--- src/rtl/busdemux_pkg.sv ---
package busdemux_pkg;
    parameter int ADDR_W = 20;
    parameter int DATA_W = 16;
    parameter int LANE_W = 8;
    localparam int LANES = DATA_W / LANE_W;
    localparam int HI_W  = ADDR_W - DATA_W;

    typedef struct packed {
        logic [ADDR_W-1:0] addr;
        logic              bhe_n;
    } latch_t;
endpackage

--- src/rtl/busdemux_addr_latch.sv ---
module busdemux_addr_latch
    import busdemux_pkg::*;
(
    input  logic              clk,
    input  logic              rst_n,
    input  logic              ale,
    input  logic [ADDR_W-1:0] bus_addr,
    input  logic              bus_bhe_n,
    output logic [ADDR_W-1:0] addr_o,
    output logic              bhe_n_o
);
    latch_t lat_d, lat_q;

    always_comb begin
        lat_d = lat_q;
        if (ale) begin
            lat_d.addr  = bus_addr;
            lat_d.bhe_n = bus_bhe_n;
        end
    end

    always_ff @(posedge clk or negedge rst_n) begin
        if (!rst_n) begin
            lat_q.addr  <= '0;
            lat_q.bhe_n <= 1'b1;
        end else begin
            lat_q <= lat_d;
        end
    end

    // Transparent while enabled, holding otherwise.
    assign addr_o  = ale ? bus_addr  : lat_q.addr;
    assign bhe_n_o = ale ? bus_bhe_n : lat_q.bhe_n;

    assert_hold_R2: assert property (@(posedge clk) disable iff (!rst_n)
        (!ale && $past(!ale)) |-> ($stable(addr_o) && $stable(bhe_n_o)));

    assert_capture_R2: assert property (@(posedge clk) disable iff (!rst_n)
        ($fell(ale) && $past(rst_n)) |-> (addr_o == $past(bus_addr)));
endmodule

--- src/rtl/busdemux_lane_decode.sv ---
module busdemux_lane_decode
    import busdemux_pkg::*;
(
    input  logic             a0,
    input  logic             bhe_n,
    input  logic             rd_n,
    input  logic             wr_n,
    output logic [LANES-1:0] lane_sel,
    output logic             rd_act,
    output logic             wr_act
);
    logic any_act;

    always_comb begin
        rd_act      = !rd_n && wr_n;
        wr_act      = !wr_n && rd_n;
        any_act     = rd_act || wr_act;
        lane_sel    = '0;
        lane_sel[0] = any_act && !a0;
        lane_sel[1] = any_act && !bhe_n;
    end
endmodule

--- src/rtl/busdemux_data_steer.sv ---
module busdemux_data_steer
    import busdemux_pkg::*;
(
    input  logic [LANES-1:0]  lane_sel,
    input  logic              rd_act,
    input  logic              wr_act,
    input  logic [DATA_W-1:0] cpu_data,
    input  logic [DATA_W-1:0] mem_data,
    output logic [DATA_W-1:0] to_mem,
    output logic              to_mem_oe,
    output logic [DATA_W-1:0] to_cpu,
    output logic              to_cpu_oe
);
    for (genvar l = 0; l < LANES; l++) begin : g_lane
        assign to_mem[l*LANE_W +: LANE_W] =
            (wr_act && lane_sel[l]) ? cpu_data[l*LANE_W +: LANE_W] : '0;
        assign to_cpu[l*LANE_W +: LANE_W] =
            (rd_act && lane_sel[l]) ? mem_data[l*LANE_W +: LANE_W] : '0;
    end

    assign to_mem_oe = wr_act && (|lane_sel);
    assign to_cpu_oe = rd_act && (|lane_sel);
endmodule

--- src/rtl/busdemux_top.sv ---
module busdemux_top
    import busdemux_pkg::*;
(
    input  logic              clk,
    input  logic              rst_n,
    input  logic [DATA_W-1:0] ad_in,
    input  logic [HI_W-1:0]   a_hi,
    input  logic              ale,
    input  logic              bhe_n,
    input  logic              rd_n,
    input  logic              wr_n,
    input  logic [DATA_W-1:0] mem_rdata,
    output logic [ADDR_W-1:0] addr_out,
    output logic              sel_even,
    output logic              sel_odd,
    output logic [DATA_W-1:0] mem_wdata,
    output logic              mem_wdata_oe,
    output logic [DATA_W-1:0] ad_out,
    output logic              ad_oe
);
    logic             lat_bhe_n;
    logic [LANES-1:0] lane_sel;
    logic             rd_act, wr_act;

    busdemux_addr_latch u_latch (
        .clk       (clk),
        .rst_n     (rst_n),
        .ale       (ale),
        .bus_addr  ({a_hi, ad_in}),
        .bus_bhe_n (bhe_n),
        .addr_o    (addr_out),
        .bhe_n_o   (lat_bhe_n)
    );

    busdemux_lane_decode u_dec (
        .a0       (addr_out[0]),
        .bhe_n    (lat_bhe_n),
        .rd_n     (rd_n),
        .wr_n     (wr_n),
        .lane_sel (lane_sel),
        .rd_act   (rd_act),
        .wr_act   (wr_act)
    );

    busdemux_data_steer u_steer (
        .lane_sel  (lane_sel),
        .rd_act    (rd_act),
        .wr_act    (wr_act),
        .cpu_data  (ad_in),
        .mem_data  (mem_rdata),
        .to_mem    (mem_wdata),
        .to_mem_oe (mem_wdata_oe),
        .to_cpu    (ad_out),
        .to_cpu_oe (ad_oe)
    );

    assign sel_even = lane_sel[0];
    assign sel_odd  = lane_sel[1];

    assert_transparent_R1: assert property (@(posedge clk) disable iff (!rst_n)
        ale |-> (addr_out == {a_hi, ad_in}));

    assert_idle_strobe_R7: assert property (@(posedge clk) disable iff (!rst_n)
        (rd_n == wr_n) |-> (!sel_even && !sel_odd && !ad_oe && !mem_wdata_oe));

    assert_one_driver_R8: assert property (@(posedge clk) disable iff (!rst_n)
        $onehot0({ad_oe, mem_wdata_oe}));

    assert_no_lane_R6: assert property (@(posedge clk) disable iff (!rst_n)
        (lat_bhe_n && addr_out[0]) |-> (!sel_even && !sel_odd));

    assert_read_unselected_zero_R9: assert property (@(posedge clk) disable iff (!rst_n)
        !ad_oe |-> (ad_out == '0));
endmodule

--- config.mk ---
export PLATFORM = sky130hd
export DESIGN_NAME = busdemux_top
export DESIGN_NICKNAME = d
export VERILOG_FILES = /design/src/rtl/busdemux_pkg.sv /design/src/rtl/busdemux_addr_latch.sv /design/src/rtl/busdemux_lane_decode.sv /design/src/rtl/busdemux_data_steer.sv /design/src/rtl/busdemux_top.sv
export SDC_FILE = /design/constraint.sdc
export NUM_CORES = 1
export LEC_CHECK = 0
export BUFFER_PORTS_ARGS = -buffer_cell sky130_fd_sc_hd__buf_2
export CORE_AREA = 8 8 51 95
export DETAILED_ROUTE_END_ITERATION = 16
export DIE_AREA = 0 0 59 103
export PLACE_DENSITY = 0.76
export SETUP_SLACK_MARGIN = 0.5
export SKIP_CTS_REPAIR_TIMING = 1
export SYNTH_ARGS = -nofsm -noshare
export SYNTH_HDL_FRONTEND = slang
export SYNTH_SLANG_ARGS = --single-unit
--- constraint.sdc ---
create_clock -name clk -period 3.3 [get_ports clk]
set_clock_uncertainty 0.05 [all_clocks]
set_input_delay 0.99 -clock clk [delete_from_list [all_inputs] [get_ports clk]]
set_output_delay 0.99 -clock clk [all_outputs]
set_load 0.005 [all_outputs]
==> flow_summary.ini, run 1 <==
[critical_path]
critPathTopFamily = simple AND/OR/NAND/NOR gates
startpoint = rd_n
required_ns = 2.26
critical_path_class = in -> out
reg2reg_depth = 1
crit_fanout = 8
crit_chain = buf_8 -> inv_4 -> ha_4 -> nand2b_4 -> nor3_2 -> buf_2
arrival_ns = 1.86
rr_startpoint = u_latch.lat_q[0]
reg2reg_slack_ns = 2.37
slowest_stage = ha_4
critical_path.max_stage_delay_ns = 0.21
critPathBufInv = 3
cp.depth = 6
cp-end-kind = output pin
cp-start-kind = primary input

[route]
wirelength_um = 4570
drtIter0Drc = 24
num_vias = 1300
dr.pass1.iters = 4
drc = 0
post_drt_wl_per_cell_um = 16.4
ant_nets = 0
viasPerCell = 4.66

[cells_and_area]
fin_nets = 275
reg_top3 = u_latch.lat_q (21)
area_growth_syn_to_layout_pct = 56.0
antenna_cells = 0
post-route-util_pct = 62.5
layout-drive-gt1-share_pct = 75.7
n_fill_cell = 319
largest_register_ff_count = 21
top_register = u_latch.lat_q

[timing]
fmaxAchievable_ghz = 0.345
relSlewSlack_pct = 70.4
tightest_slew_ns = 0.444
hold_ws_ns = 0.439
hold_viol_final = 0
maxSlewViolCount = 0
fin_crit_sh_pct = 87.7
setup_viol = 0
rsz0062_at_grt = true
fin_tns_setup_ns = 0
fin_crit_ns = 2.90

[yosys]
synth_seq_cells = 21
synthCells = 127
ys_warn_count = 0
synth_area_um2 = 1430
avgSynthCellArea_um2 = 11.3
synth_nets = 171
synth_seq_area_share_pct = 36.8
yosys.cell_types.count = 14

[run_status]
outcome = complete, no violations

[flow_run]
maxCapViolations = 0

[die]
die_y_um = 103
row_count = 31
die-area_um2 = 6080
core_area_um2 = 3570
start_util_pct = 40.1
num_io_pins = 98
die_x_um = 59

[global_route]
grt_max_degree = 22
grt_pass1_vias = 1229
grt_usage_pct = 12.5
overflow = 0
antenna_found_initial = 0
grt_first_pass_wirelength_um = 5950

[clock_network]
cts_sinks = 21
clock_path_buffers = 2
htreeDepth = 1
cts_tree = built
insertion_delay_ns = 0.25
clk_pin_slew_ns = 0.07
numCtsBuffers = 3
cts_root_buf = clkbuf_8

[placed_design]
hpwl_um = 3220
place_congestion = 0.847
place.port_buffers = 97

[power]
peakVddDrop_mv = 0.323
leakagePower_nw = 1.25
power_uw = 689
power_density_nw_per_um2 = 309

[worst_hold_path]
hp-start = u_latch.lat_q[12]
hold_path_class = reg -> reg
min_delay_path_depth = 1
final timing paths:
path / endpoint
max: mem_wdata[8]
min: u_latch.lat_q[12]
max reg2reg: u_latch.lat_q[0]
min reg2reg: u_latch.lat_q[12]
max in group asynchronous: u_latch.lat_q[0]
min in group asynchronous: u_latch.lat_q[13]
final cells by class:
type | instances | area, um2 | area share [%]
Clock buffer | 4 | 45.0 | 2.02
Sequential cell | 21 | 527 | 23.6
Inverter | 34 | 130 | 5.83
Tap cell | 49 | 61.3 | 2.75
Timing Repair Buffer | 101 | 601 | 26.9
Multi-Input combinational cell | 70 | 867 | 38.9
metrics by stage:
| stage | cell area (um2) | setup WS, ns | instances |
|---|---|---|---|
| 2_1_floorplan | 1490 | 0.513 | 127 |
| 3_3_place_gp | 1920 | 0.312 | 264 |
| 3_5_place_dp | 1920 | 0.279 | 264 |
| 4_1_cts | 1970 | 0.276 | 268 |
| 5_1_grt | 2230 | 0.359 | 279 |
| 6_report | 2230 | 0.404 | 279 |
logic make-up after synthesis:
logic type | after synthesis | synth area share [%]
compound gates | 2 | 1.23
flops | 21 | 36.8
fa+ha+maj | 2 | 1.75
buf+inv | 45 | 16.7
mux | 21 | 19.7
simple gates | 36 | 23.8
power breakdown:
group          internal [mW]  leakage (nW)  switching, mW  total [mW]
logic                  0.123         0.980          0.116       0.239
clock network         0.0857        0.0228         0.0726       0.158
registers              0.284         0.244        0.00801       0.292
total                  0.493          1.25          0.197       0.689
cell usage in the layout, fill, tap and decap left out:
| cell | netlist | final |
|---|---|---|
| a21oi_2 | 2 | 2 |
| buf_12 | 0 | 3 |
| buf_2 | 2 | 94 |
| buf_8 | 1 | 3 |
| clkbuf_1 | 0 | 1 |
| clkbuf_16 | 0 | 1 |
| clkbuf_8 | 0 | 3 |
| dfrtp_1 | 20 | 20 |
| dfstp_2 | 1 | 1 |
| ha_4 | 0 | 2 |
| inv_1 | 34 | 33 |
| inv_4 | 0 | 1 |
| mux2_2 | 9 | 7 |
| mux2_4 | 12 | 19 |
| nand2b_4 | 0 | 6 |
| nor2_1 | 2 | 2 |
| nor3_2 | 32 | 28 |
| nor3_4 | 0 | 4 |
cells in the mapped netlist:
master    count  share of area (%)
a21oi_2       2                1.2
buf_2         2               0.70
buf_4         1               0.53
buf_6         7                5.5
buf_8         1                1.0
dfrtp_1      20                 35
dfstp_2       1                1.8
ha_1          2                1.7
inv_1        34                8.9
mux2_2        9                7.1
mux2_4       12                 13
nand2b_1      2               0.87
nor2_1        2               0.53
nor3_2       32                 22
metal layers:
metal / part of all wire [%] / vias to the layer above / track usage [%]
met5: 0 / - / 0
met4: 2.5 / 0 / 4.45
met3: 10 / 10 / 4.38
met2: 55 / 73 / 23.1
met1: 32 / 599 / 12.2
li1: - / 618 / -
(Power assumes the default switching activity.)
==> inputs of run 2 (changes only) <==
--- a/config.mk
+++ b/config.mk
@@ -10,7 +10,6 @@
 export DETAILED_ROUTE_END_ITERATION = 16
 export DIE_AREA = 0 0 59 103
 export PLACE_DENSITY = 0.76
-export SETUP_SLACK_MARGIN = 0.5
 export SKIP_CTS_REPAIR_TIMING = 1
 export SYNTH_ARGS = -nofsm -noshare
 export SYNTH_HDL_FRONTEND = slang
==> flow_summary.ini, run 2 (same netlist as run 1, synthesis figures left out) <==
[global_route]
grt_pass1_vias = 1282
grt_usage_pct = 11.9
grt_max_degree = 22
overflow = 0
antenna_found_initial = 0
grt_first_pass_wirelength_um = 5770

[flow_run]
maxCapViolations = 0

[route]
viasPerCell = 4.40
ant_nets = 0
post_drt_wl_per_cell_um = 13.9
dr.pass1.iters = 2
drtIter0Drc = 23
drc = 0
num_vias = 1189
wirelength_um = 3750

[timing]
relSlewSlack_pct = 70.6
rsz0062_at_grt = false
hold_viol_final = 0
fmaxAchievable_ghz = 0.318
fin_crit_ns = 3.15
setup_viol = 0
tightest_slew_ns = 0.441
fin_tns_setup_ns = 0
maxSlewViolCount = 0
fin_crit_sh_pct = 95.3

[critical_path]
critical_path_class = in -> out
reg2reg_to = u_latch.lat_q[0]
crit_fanout = 10
reg2reg_depth = 1
reg2reg_slack_ns = 2.27
arrival_ns = 2.11
rr_startpoint = u_latch.lat_q[0]
required_ns = 2.26
cp-start-kind = primary input
endpoint = mem_wdata[8]
startpoint = rd_n
cp-end-kind = output pin

[power]
power_uw = 636
peakVddDrop_mv = 0.315
power_density_nw_per_um2 = 325
leakagePower_nw = 1.12

[worst_hold_path]
hold_path_class = reg -> reg
hp-start = u_latch.lat_q[16]

[die]
die_y_um = 103
core_area_um2 = 3570
start_util_pct = 40.1
num_io_pins = 98
die-area_um2 = 6080
row_count = 31
die_x_um = 59

[cells_and_area]
largest_register_ff_count = 21
instances_no_fill = 270
reg_top3 = u_latch.lat_q (21)
final_cell_mix = buf_2 (97), inv_1 (34), nor3_2 (32)
fin_nets = 266
antenna_cells = 0
layout_commonest_cell = buf_2
area_growth_syn_to_layout_pct = 36.7
layout-drive-gt1-share_pct = 72.9
top_register = u_latch.lat_q

[clock_network]
numCtsBuffers = 3
cts_tree = built
insertion_delay_ns = 0.25
clock_path_buffers = 2
htreeDepth = 1
cts_root_buf = clkbuf_8
clk_pin_slew_ns = 0.07
cts_sinks = 21

[run_status]
outcome = complete, no violations

[placed_design]
dpl.cell_count = 266
place_congestion = 0.770
place.port_buffers = 97
hpwl_um = 3220
run 2: changes by cell type in the layout (fill, tap and decap cells not counted), sizes merged:
cell    before  now
mux2        26   21
buf        100  101
clkbuf       5    3
clkinv       0    1
nand2b       6    2
run 2: final cells by class:
class,instances,area [um2]
Fill cell,352,1610
Clock buffer,3,41.3
Timing Repair Buffer,101,528
Inverter,34,128
Sequential cell,21,527
Clock inverter,1,5.00
Multi-Input combinational cell,61,664
Tap cell,49,61.3
run 2: per-stage QoR:
stage	setup WS [ns]	utilization, %	cell area (um2)	hold slack, ns
6_report	0.155	54.8	1950	0.445
2_1_floorplan	0.309	-	1430	0.427
3_5_place_dp	0.157	53.5	1910	0.428
5_1_grt	0.0735	54.8	1950	0.450
4_1_cts	0.145	54.8	1950	0.448
3_3_place_gp	0.182	53.5	1910	0.426
run 2: how the worst min path moves through the flow:
stage	to	slack [ns]	cells after the start
finish	u_latch.lat_q[16]	0.44	1
global placement	u_latch.lat_q[15]	0.43	1
floorplan	u_latch.lat_q[10]	0.43	1
global route	u_latch.lat_q[16]	0.45	1
detailed placement	u_latch.lat_q[15]	0.43	1
CTS	u_latch.lat_q[15]	0.45	1
run 2: worst max-delay path: stages:
cell and delay [ns]:
buf_2 0.09, inv_1 0.04, ha_1 0.32, nand2b_1 0.18, buf_4 0.20, nor3_2 0.16
buf_2 0.14
run 2: layer usage:
| metal | up-vias | GRT usage (%) | wire length (um) |
|---|---|---|---|
| li1 | 584 | - | - |
| met1 | 531 | 11.7 | 1350 |
| met2 | 68 | 21.1 | 1910 |
| met3 | 6 | 5.13 | 439 |
| met4 | 0 | 4.64 | 57 |
| met5 | - | 0 | 0 |
run 2: report_power, final:
group / internal (mW) / switching (mW)
Combinational: 0.0898 / 0.0954
Clock: 0.0839 / 0.0765
Sequential: 0.284 / 0.00670
